===== src/rtl/rtc_bcd_pkg.sv =====
package rtc_bcd_pkg;

    localparam int TW = 22;
    localparam int CW = 24;
    localparam logic [TW-1:0] TIME_MASK = 22'h3F7F7F;
    localparam logic [CW-1:0] CAL_MASK  = 24'hFF1F3F;
    localparam logic [CW-1:0] CAL_RESET = 24'h000101;

    typedef enum logic [2:0] {
        SQ_IDLE,
        SQ_SEC,
        SQ_MIN,
        SQ_HOUR,
        SQ_DAY,
        SQ_MON,
        SQ_YEAR
    } seq_state_e;

    // two-digit BCD increment, ones digit wraps at 9
    function automatic logic [7:0] bcd_inc(input logic [7:0] v);
        if (v[3:0] == 4'd9)
            return {v[7:4] + 4'd1, 4'd0};
        else
            return {v[7:4], v[3:0] + 4'd1};
    endfunction

    // divisible-by-4 test on a BCD year
    function automatic logic bcd_leap(input logic [7:0] yr);
        if (yr[4])
            return (yr[3:0] == 4'd2) || (yr[3:0] == 4'd6);
        else
            return (yr[3:0] == 4'd0) || (yr[3:0] == 4'd4) || (yr[3:0] == 4'd8);
    endfunction

    function automatic logic [7:0] last_day_of(input logic [7:0] mon, input logic leap);
        case (mon)
            8'h02:                      return leap ? 8'h29 : 8'h28;
            8'h04, 8'h06, 8'h09, 8'h11: return 8'h30;
            default:                    return 8'h31;
        endcase
    endfunction

endpackage


===== src/rtl/rtc_tick_seq.sv =====
module rtc_tick_seq
    import rtc_bcd_pkg::*;
(
    input  logic       clk,
    input  logic       rst_n,
    input  logic       tick,
    input  logic       load_any,
    input  logic       sec_wrap,
    input  logic       min_wrap,
    input  logic       hour_wrap,
    input  logic       day_wrap,
    input  logic       mon_wrap,
    output logic       step_sec,
    output logic       step_min,
    output logic       step_hour,
    output logic       step_day,
    output logic       step_mon,
    output logic       step_year,
    output seq_state_e state_o
);

    seq_state_e state_q;
    seq_state_e state_d;

    always_ff @(posedge clk or negedge rst_n) begin
        if (!rst_n)
            state_q <= SQ_IDLE;
        else
            state_q <= state_d;
    end

    always_comb begin
        state_d = state_q;
        unique case (state_q)
            SQ_IDLE: if (tick) state_d = SQ_SEC;
            SQ_SEC:  state_d = sec_wrap  ? SQ_MIN  : SQ_IDLE;
            SQ_MIN:  state_d = min_wrap  ? SQ_HOUR : SQ_IDLE;
            SQ_HOUR: state_d = hour_wrap ? SQ_DAY  : SQ_IDLE;
            SQ_DAY:  state_d = day_wrap  ? SQ_MON  : SQ_IDLE;
            SQ_MON:  state_d = mon_wrap  ? SQ_YEAR : SQ_IDLE;
            SQ_YEAR: state_d = SQ_IDLE;
            default: state_d = SQ_IDLE;
        endcase
        if (load_any)
            state_d = SQ_IDLE;
    end

    always_comb begin
        step_sec  = 1'b0;
        step_min  = 1'b0;
        step_hour = 1'b0;
        step_day  = 1'b0;
        step_mon  = 1'b0;
        step_year = 1'b0;
        if (!load_any) begin
            unique case (state_q)
                SQ_SEC:  step_sec  = 1'b1;
                SQ_MIN:  step_min  = 1'b1;
                SQ_HOUR: step_hour = 1'b1;
                SQ_DAY:  step_day  = 1'b1;
                SQ_MON:  step_mon  = 1'b1;
                SQ_YEAR: step_year = 1'b1;
                default: ;
            endcase
        end
    end

    assign state_o = state_q;

endmodule


===== src/rtl/rtc_clock_word.sv =====
module rtc_clock_word
    import rtc_bcd_pkg::*;
(
    input  logic          clk,
    input  logic          rst_n,
    input  logic          mode24,
    input  logic          ld,
    input  logic [TW-1:0] ld_word,
    input  logic          step_sec,
    input  logic          step_min,
    input  logic          step_hour,
    output logic [TW-1:0] word,
    output logic          sec_wrap,
    output logic          min_wrap,
    output logic          hour_wrap
);

    logic [TW-1:0] word_q;
    logic [7:0]    sec_f;
    logic [7:0]    min_f;
    logic [7:0]    hr24_f;
    logic [7:0]    hr12_f;
    logic          pm_q;
    logic [5:0]    hr_next;

    assign sec_f  = {1'b0, word_q[6:0]};
    assign min_f  = {1'b0, word_q[14:8]};
    assign hr24_f = {2'b00, word_q[21:16]};
    assign hr12_f = {3'b000, word_q[20:16]};
    assign pm_q   = word_q[21];

    assign sec_wrap = (sec_f == 8'h59);
    assign min_wrap = (min_f == 8'h59);

    always_comb begin
        hour_wrap = 1'b0;
        hr_next   = 6'(bcd_inc(hr24_f));
        if (mode24) begin
            if (hr24_f == 8'h23) begin
                hour_wrap = 1'b1;
                hr_next   = 6'h00;
            end
        end else if (hr12_f == 8'h11) begin
            hour_wrap = pm_q;
            hr_next   = {~pm_q, 5'h12};
        end else if (hr12_f == 8'h12) begin
            hr_next   = {pm_q, 5'h01};
        end else begin
            hr_next   = {pm_q, 5'(bcd_inc(hr12_f))};
        end
    end

    always_ff @(posedge clk or negedge rst_n) begin
        if (!rst_n) begin
            word_q <= '0;
        end else if (ld) begin
            word_q <= ld_word & TIME_MASK;
        end else begin
            if (step_sec)
                word_q[6:0] <= sec_wrap ? 7'h00 : 7'(bcd_inc(sec_f));
            if (step_min)
                word_q[14:8] <= min_wrap ? 7'h00 : 7'(bcd_inc(min_f));
            if (step_hour)
                word_q[21:16] <= hr_next;
        end
    end

    assign word = word_q;

endmodule


===== src/rtl/rtc_date_word.sv =====
module rtc_date_word
    import rtc_bcd_pkg::*;
#(
    parameter int DOW_COUNT = 7,
    parameter int DOW_W     = $clog2(DOW_COUNT)
) (
    input  logic             clk,
    input  logic             rst_n,
    input  logic             ld,
    input  logic [CW-1:0]    ld_word,
    input  logic [DOW_W-1:0] ld_dow,
    input  logic             step_day,
    input  logic             step_mon,
    input  logic             step_year,
    output logic [CW-1:0]    word,
    output logic [DOW_W-1:0] dow,
    output logic             leap,
    output logic             day_wrap,
    output logic             mon_wrap
);

    localparam logic [DOW_W-1:0] DOW_LAST = DOW_W'(DOW_COUNT - 1);

    logic [CW-1:0]    word_q;
    logic [DOW_W-1:0] dow_q;
    logic [7:0]       day_f;
    logic [7:0]       mon_f;
    logic [7:0]       yr_f;
    logic [7:0]       last_day;

    assign day_f    = {2'b00, word_q[5:0]};
    assign mon_f    = {3'b000, word_q[12:8]};
    assign yr_f     = word_q[23:16];
    assign leap     = bcd_leap(yr_f);
    assign last_day = last_day_of(mon_f, leap);
    assign day_wrap = (day_f >= last_day);
    assign mon_wrap = (mon_f >= 8'h12);

    always_ff @(posedge clk or negedge rst_n) begin
        if (!rst_n) begin
            word_q <= CAL_RESET;
            dow_q  <= '0;
        end else if (ld) begin
            word_q <= ld_word & CAL_MASK;
            dow_q  <= ld_dow;
        end else begin
            if (step_day) begin
                word_q[5:0] <= day_wrap ? 6'h01 : 6'(bcd_inc(day_f));
                dow_q       <= (dow_q == DOW_LAST) ? '0 : dow_q + DOW_W'(1);
            end
            if (step_mon)
                word_q[12:8] <= mon_wrap ? 5'h01 : 5'(bcd_inc(mon_f));
            if (step_year)
                word_q[23:16] <= (yr_f == 8'h99) ? 8'h00 : bcd_inc(yr_f);
        end
    end

    assign word = word_q;
    assign dow  = dow_q;

endmodule


===== src/rtl/bcd_rtc_core.sv =====
module bcd_rtc_core
    import rtc_bcd_pkg::*;
#(
    parameter int DOW_COUNT = 7,
    parameter int DOW_W     = $clog2(DOW_COUNT)
) (
    input  logic             clk,
    input  logic             rst_n,
    input  logic             sec_tick,
    input  logic             hour_mode_24,
    input  logic             time_ld,
    input  logic [TW-1:0]    time_ld_word,
    input  logic             cal_ld,
    input  logic [CW-1:0]    cal_ld_word,
    input  logic [DOW_W-1:0] dow_ld_val,
    output logic [TW-1:0]    time_now,
    output logic [CW-1:0]    cal_now,
    output logic [DOW_W-1:0] dow_now,
    output logic             leap_year
);

    seq_state_e seq_state;
    logic       load_any;
    logic       sec_wrap, min_wrap, hour_wrap, day_wrap, mon_wrap;
    logic       step_sec, step_min, step_hour, step_day, step_mon, step_year;

    assign load_any = time_ld | cal_ld;

    rtc_tick_seq u_seq (
        .clk       (clk),
        .rst_n     (rst_n),
        .tick      (sec_tick),
        .load_any  (load_any),
        .sec_wrap  (sec_wrap),
        .min_wrap  (min_wrap),
        .hour_wrap (hour_wrap),
        .day_wrap  (day_wrap),
        .mon_wrap  (mon_wrap),
        .step_sec  (step_sec),
        .step_min  (step_min),
        .step_hour (step_hour),
        .step_day  (step_day),
        .step_mon  (step_mon),
        .step_year (step_year),
        .state_o   (seq_state)
    );

    rtc_clock_word u_clock (
        .clk       (clk),
        .rst_n     (rst_n),
        .mode24    (hour_mode_24),
        .ld        (time_ld),
        .ld_word   (time_ld_word),
        .step_sec  (step_sec),
        .step_min  (step_min),
        .step_hour (step_hour),
        .word      (time_now),
        .sec_wrap  (sec_wrap),
        .min_wrap  (min_wrap),
        .hour_wrap (hour_wrap)
    );

    rtc_date_word #(
        .DOW_COUNT (DOW_COUNT),
        .DOW_W     (DOW_W)
    ) u_date (
        .clk       (clk),
        .rst_n     (rst_n),
        .ld        (cal_ld),
        .ld_word   (cal_ld_word),
        .ld_dow    (dow_ld_val),
        .step_day  (step_day),
        .step_mon  (step_mon),
        .step_year (step_year),
        .word      (cal_now),
        .dow       (dow_now),
        .leap      (leap_year),
        .day_wrap  (day_wrap),
        .mon_wrap  (mon_wrap)
    );

endmodule


===== config.mk =====
export PLATFORM = sky130hd
export DESIGN_NAME = bcd_rtc_core
export DESIGN_NICKNAME = d
export VERILOG_FILES = /design/src/rtl/rtc_bcd_pkg.sv /design/src/rtl/rtc_tick_seq.sv /design/src/rtl/rtc_clock_word.sv /design/src/rtl/rtc_date_word.sv /design/src/rtl/bcd_rtc_core.sv
export SDC_FILE = /design/constraint.sdc
export NUM_CORES = 1
export LEC_CHECK = 0
export BUFFER_PORTS_ARGS = -buffer_cell sky130_fd_sc_hd__buf_2
export CORE_UTILIZATION = 40
export CTS_CLUSTER_DIAMETER = 100
export DETAILED_ROUTE_END_ITERATION = 12
export HOLD_SLACK_MARGIN = 0.02
export PLACE_DENSITY_LB_ADDON = 0.2
export SKIP_LAST_GASP = 1
export SYNTH_ARGS = -nofsm -noshare
export SYNTH_HDL_FRONTEND = slang
export SYNTH_SLANG_ARGS = --single-unit

===== constraint.sdc =====
create_clock -name clk -period 3 [get_ports clk]
set_input_delay 0.6 -clock clk [delete_from_list [all_inputs] [get_ports clk]]
set_output_delay 0.6 -clock clk [all_outputs]
set_load 0.05 [all_outputs]

* Word level (Yosys, flattened, before mapping)
Cells that the tools add are included.
W data, S select, Z words.
** Storage, ports and cells
- Register bits after elaboration :: 45
- Input port bits :: 55
- Output and inout port bits :: 50
- Logic and storage cells :: 146
** Operators by class
- Add/subtract/negate cells :: 14
- $lt $le $gt $ge :: 2
- Equal/unequal tests :: 30
- Mux-type cells :: 57
- Bitwise operators :: 2
- Reduce and logical (&&, ||, !) cells :: 26
** Operators with widths (number)
- $mux W6 :: 10
- $mux W7 :: 8
- $mux W8 :: 4
- $mux W5 :: 6
- $add A4 B1 Y4 const B :: 7
- $eq A4 B4 Y1 const B :: 7
- $mux W3 :: 8
- $pmux W3 S6 :: 1
- $reduce_bool A3 Y1 :: 6
- $mux W1 :: 17
- $pmux W8 S2 :: 1
- $eq A5 B5 Y1 const B :: 3
- $eq A7 B7 Y1 const B :: 2
- $eq A3 B3 Y1 const B :: 4
- $reduce_bool A2 Y1 :: 6
- $eq A5 B3 Y1 const B :: 2
- $reduce_and A2 Y1 :: 5
- $add A3 B1 Y3 const B :: 3
- $eq A4 B3 Y1 const B :: 2
- $eq A8 B8 Y1 const B :: 1
- $ge A6 B8 Y1 :: 1
- $eq A3 B2 Y1 const B :: 2
- $eq A6 B6 Y1 const B :: 1
- $reduce_and A3 Y1 :: 2
- other kinds (17) :: 22

* Longest topological paths before layout
- Word-level depth :: 10
- Gate-level depth with buffers :: 9
- Mapped depth without buffers :: 9

* Hierarchy
Synthesis repeated with hierarchy kept, for this count alone.
** Unflattened totals
- Cells, all modules :: 382
- Area, all modules :: 3288.2 sq um
** Modules (own cells, without submodules)
- rtc_date_word :: instances 1, cells an instance 190, area an instance 1576.5 sq um, sequential area each 553.0 sq um
- rtc_clock_word :: instances 1, cells an instance 160, area an instance 1437.6 sq um, sequential area each 500.5 sq um
- rtc_tick_seq :: instances 1, cells an instance 31, area an instance 267.8 sq um, sequential area each 75.1 sq um
- bcd_rtc_core :: instances 1, cells an instance 1, area an instance 6.3 sq um, sequential area each 0.0 sq um

* Least setup slack after synthesis
OpenSTA, ideal clock, no wires.
- Path kind :: reg2reg
- Start point :: reg u_date.word_q[20] (netlist: u_date.word[20])
- End point :: reg u_date.word_q[0] (netlist: u_date.word[0])
- Setup time :: 79 ps
- Arrival :: 3439 ps
- Data required time :: 2921 ps
- Path slack :: -519 ps
- Cell stages (with the launch flop) :: 10
- Buffers on the path :: 0
- Clock period less this slack :: 3519 ps
- Cells stage by stage :: dfrtp_1 a211o_1 a21oi_1 o21bai_1 a22oi_1 ha_1 or4b_4 a31oi_4 o221ai_1 a22o_1
** On the way
- Word-level cells in the longest chain between the ends :: 7
** Ends and longest elaborated chain
- start, declared :: RTL line rtc_date_word.sv:24 : logic [CW-1:0] word_q;
- start signal, assigned :: RTL line rtc_date_word.sv:44 : word_q <= ld_word & CAL_MASK;
- start signal, assigned :: RTL line rtc_date_word.sv:54 : word_q[23:16] <= (yr_f == 8'h99) ? 8'h00 : bcd_inc(yr_f);
- $mux W1 :: RTL line rtc_bcd_pkg.sv:29 : if (yr[4])
- net leap_year :: RTL line bcd_rtc_core.sv:19 : output logic leap_year
- $mux W1 :: RTL line rtc_bcd_pkg.sv:37 : 8'h02: return leap ? 8'h29 : 8'h28;
- $pmux W8 S2 :: RTL line rtc_bcd_pkg.sv:36 : case (mon)
- $ge A6 B8 Y1 :: RTL line rtc_date_word.sv:36 : assign day_wrap = (day_f >= last_day);
- $mux W6 :: RTL line rtc_date_word.sv:48 : word_q[5:0] <= day_wrap ? 6'h01 : 6'(bcd_inc(day_f));
- $mux W6 :: RTL line rtc_date_word.sv:47 : if (step_day) begin
- $mux W6 :: RTL line rtc_date_word.sv:43 : end else if (ld) begin
The timed path passes the listed nets, and every way through them passes these cells. The select of a mux whose other input is x is not followed.
A chain may end at the register's enable or synchronous reset.

* Worst setup path in the final report
- Start point :: reg u_date.word_q[20] (netlist: u_date.word[20])
- End point :: reg u_date.word_q[1] (netlist: u_date.word[1])
** On the way
- Word-level cells in the longest chain between the ends :: 7
** Ends and longest elaborated chain (RTL line)
- $mux W1 :: rtc_bcd_pkg.sv:29
- $mux W1 :: rtc_bcd_pkg.sv:37
- $pmux W8 S2 :: rtc_bcd_pkg.sv:36
- $ge A6 B8 Y1 :: rtc_date_word.sv:36
- $mux W6 :: rtc_date_word.sv:48
- $mux W6 :: rtc_date_word.sv:47
- $mux W6 :: rtc_date_word.sv:43
No other way between the ends. The select of a mux whose other input is x is not followed.

==> results.md <==
- Status: finished, final reports clean
- P&R area growth vs syn: 17.0%
- CTS Sinks: 45
- Post-route ant nets: 0
- Mapped Area: 3320 sq um
- GR Overflow Total: 0
- Die area: 8660 sq um
- Placed cell count: 543
- Worst ir drop on vdd: 174 uV
- Num ports: about 110
- #FFs+latches synth: 45
- Netlist cell types: 70
- Net total in the final layout: 515
- IO Port Bufs: 90
- Worst r2r src: u_date.word[20]
- Final Slew Violations: 0
- WL/cell: 14.5 um
- Worst slew margin: 36.7%
- Antenna violations before repair: 1
- CTS tree: built
- Vias: approximately 3000
- Filler instances: 796
- Setup TNS: 0 ns
- CP max FO: 8
- PD cells: roughly 460 nW/um^2
- Syn Inst Count: approximately 370
- Final setup violation count: 0
- Number of global-route vias before repair: 2768
- Tot GR Track Use: between 10% and 20%
- Worst reg2reg path depth: 9
- Gpl congestion: just under 0.8
- Synth warnings: 0
- # resized after CTS: 0
- Clock Skew: between 0.009 and 0.01 ns
- Die Y: 93.1 um
- Root buffer cell: clkbuf_8
- Initial DRC count: 164
- Drt via density: 5.45
- CTS Hold Bufs: 0
- Worst Setup End Kind: register
- CTS H-tree depth: 2
- Final Instance Count excl. Fillers: between 500 and 600
- Critical Path RT: 3.20 ns
- Clock Latency Late Sink: 0.30 ns
- Leak: between 1.5 and 2 nW
- Core ar.: just under 8000 sq um
- Initial Utilization: 42.1%
- Fmax: 0.364 GHz
- Util after Layout: 49.2%
- RSZ-0062 raised after global routing: false
- Worst reg2reg path endpoint: u_date.word[1]
- Worst path max stage delay: roughly 0.55 ns
- HPWL after DPL: 5.72 mm
- Async SR Flop Fraction: 100%
- CTS Buf Count: 5
- R2r setup slk: 0.25 ns
- Post-CTS setup buffers: 0
- Worst-path cell chain: a211o_1, a21oi_4, o21bai_1, a22oi_1, ha_1, or4b_4, a31oi_4, o21ai_1, o41ai_2
- Main synth FF type: dfrtp_1
- Commonest non-fill, non-tap cells in the layout: buf_2 (90), nand2_1 (43), dfrtp_1 (39), o21ai_0 (30), a21oi_1 (24)
- Critical path startpoint category: register
- Pre-antenna DRT Iters: 4
- Buf/Inv on CP: 0
- Crit share post-route: 91.6%
- Kind of critical path: reg -> reg
- Post-synth EDFFs: 0
- Site Rows: 32
- DR DRC count: 0
- Most common cell after layout, fill and taps aside: buf_2
- Global-route wire length before repair: 12.9 mm
- Die Wd: 93.1 um
- Final WL: roughly 8 mm
- Max-cap check violation count: 0
- Tightest Pin Transition: 0.949 ns
- CTS clock-pin slew for the worst setup and hold paths: 0.09 ns
- Maximum buffer depth of the clock tree: 2
- Min-delay worst type: in -> async
- Final hold violation count: 0
- Post-synthesis sequential area ratio: around a third
- Crit-path leading delay family: compound AO/OA/AOI/OAI gates
- Largest net degree at the start of global routing: between 40 and 50
- Design Power: roughly 1.8 mW
- Final hold slack: 0.442 ns
- Worst Path Arrival: 2.95 ns
- Slowest CP cell: or4b_4
- Layout cell share with drive strength beyond 1: 28.1%
- Avg Inst Size Synth: 8.92 sq um
- Final worst path period need: around 2.7 ns
-- how the worst max path moves through the flow --
| stage | from | to | slack (ns) | cells past startpoint |
|---|---|---|---|---|
| after CTS | u_date.word[20] | u_date.word[1] | 0.23 | 9 |
| after floorplan | u_date.word[19] | u_date.word[0] | 0.06 | 9 |
| after global placement | u_date.word[20] | u_date.word[1] | 0.32 | 9 |
| after detailed placement | u_date.word[20] | u_date.word[1] | 0.26 | 9 |
| final | u_date.word[20] | u_date.word[1] | 0.25 | 9 |
| after global routing | u_date.word[20] | u_date.word[1] | 0.09 | 9 |
-- routing by layer --
metal	up-vias	share of wire, %	track usage (%)
li1	1498	-	-
met1	1437	47	25.0
met2	66	48	31.3
met3	7	4.3	3.17
met4	0	1.0	5.38
met5	-	0	0
-- cells in the mapped netlist (4+ instances only) --
cell,instances,area [sq um]
o21ai_1,5,25.0
nand2b_1,11,68.8
nand3_1,11,55.1
dfrtp_1,43,1080
a21oi_1,25,125
buf_4,8,60.1
nand4b_1,4,35.0
o211ai_1,4,30.0
o31ai_1,4,30.0
xnor2_1,5,43.8
nand4bb_1,4,45.0
o21ai_0,30,150
ha_1,12,150
nor4bb_1,4,40.0
nand2_1,43,161
nor2b_1,10,62.6
nor2_1,10,37.5
nand3b_1,7,52.6
buf_2,8,40.0
nor3b_1,7,52.6
inv_1,14,52.6
o22ai_1,4,25.0
a22oi_1,5,37.5
xor2_1,6,52.6
clkbuf_1,14,52.6
-- final cells by class --
cell class                      instances  area [sq um]  share of cell area, %
Inverter                               14          52.6                   1.35
Tap cell                              102           128                   3.29
Clock inverter                          2          10.0                  0.258
Clock buffer                            6          72.6                   1.87
Multi-Input combinational cell        287          1990                   51.4
Sequential cell                        45          1130                   29.2
Timing Repair Buffer                   95           488                   12.6
Antenna cell                            1          2.50                 0.0645
-- per-stage QoR --
stage	instance area [sq um]	worst slack, ns
final	3880	0.252
after detailed placement	3800	0.258
after floorplan	3360	0.0597
after global placement	3800	0.321
after CTS	3880	0.231
after global routing	3880	0.0930
-- flip-flops by register name, indices dropped and copies added, names as in the netlist --
signal,count
u_date.dow,3
u_seq.state_o,3
u_clock.word,20
u_date.word,19
-- logic make-up after synthesis --
logic type               count (synthesis)  share of synthesized area (%)
flip-flops                              45                           34.0
AND/OR/NAND/NOR                        138                           26.8
other                                    1                          0.113
multiplexers                             6                           1.92
buffers and inverters                   46                           6.87
XOR/XNOR                                11                           2.90
adder cells (fa/ha/maj)                 12                           4.53
AO/OA/AOI/OAI                          113                           22.8
-- power breakdown --
| group | switching (mW) | total [mW] | internal, mW |
|---|---|---|---|
| Clock | 0.217 | 0.379 | 0.162 |
| Combinational | 0.427 | 0.629 | 0.201 |
| Sequential | 0.114 | 0.782 | 0.669 |
| Total | 0.758 | 1.79 | 1.03 |
(Power assumes the default switching activity.)
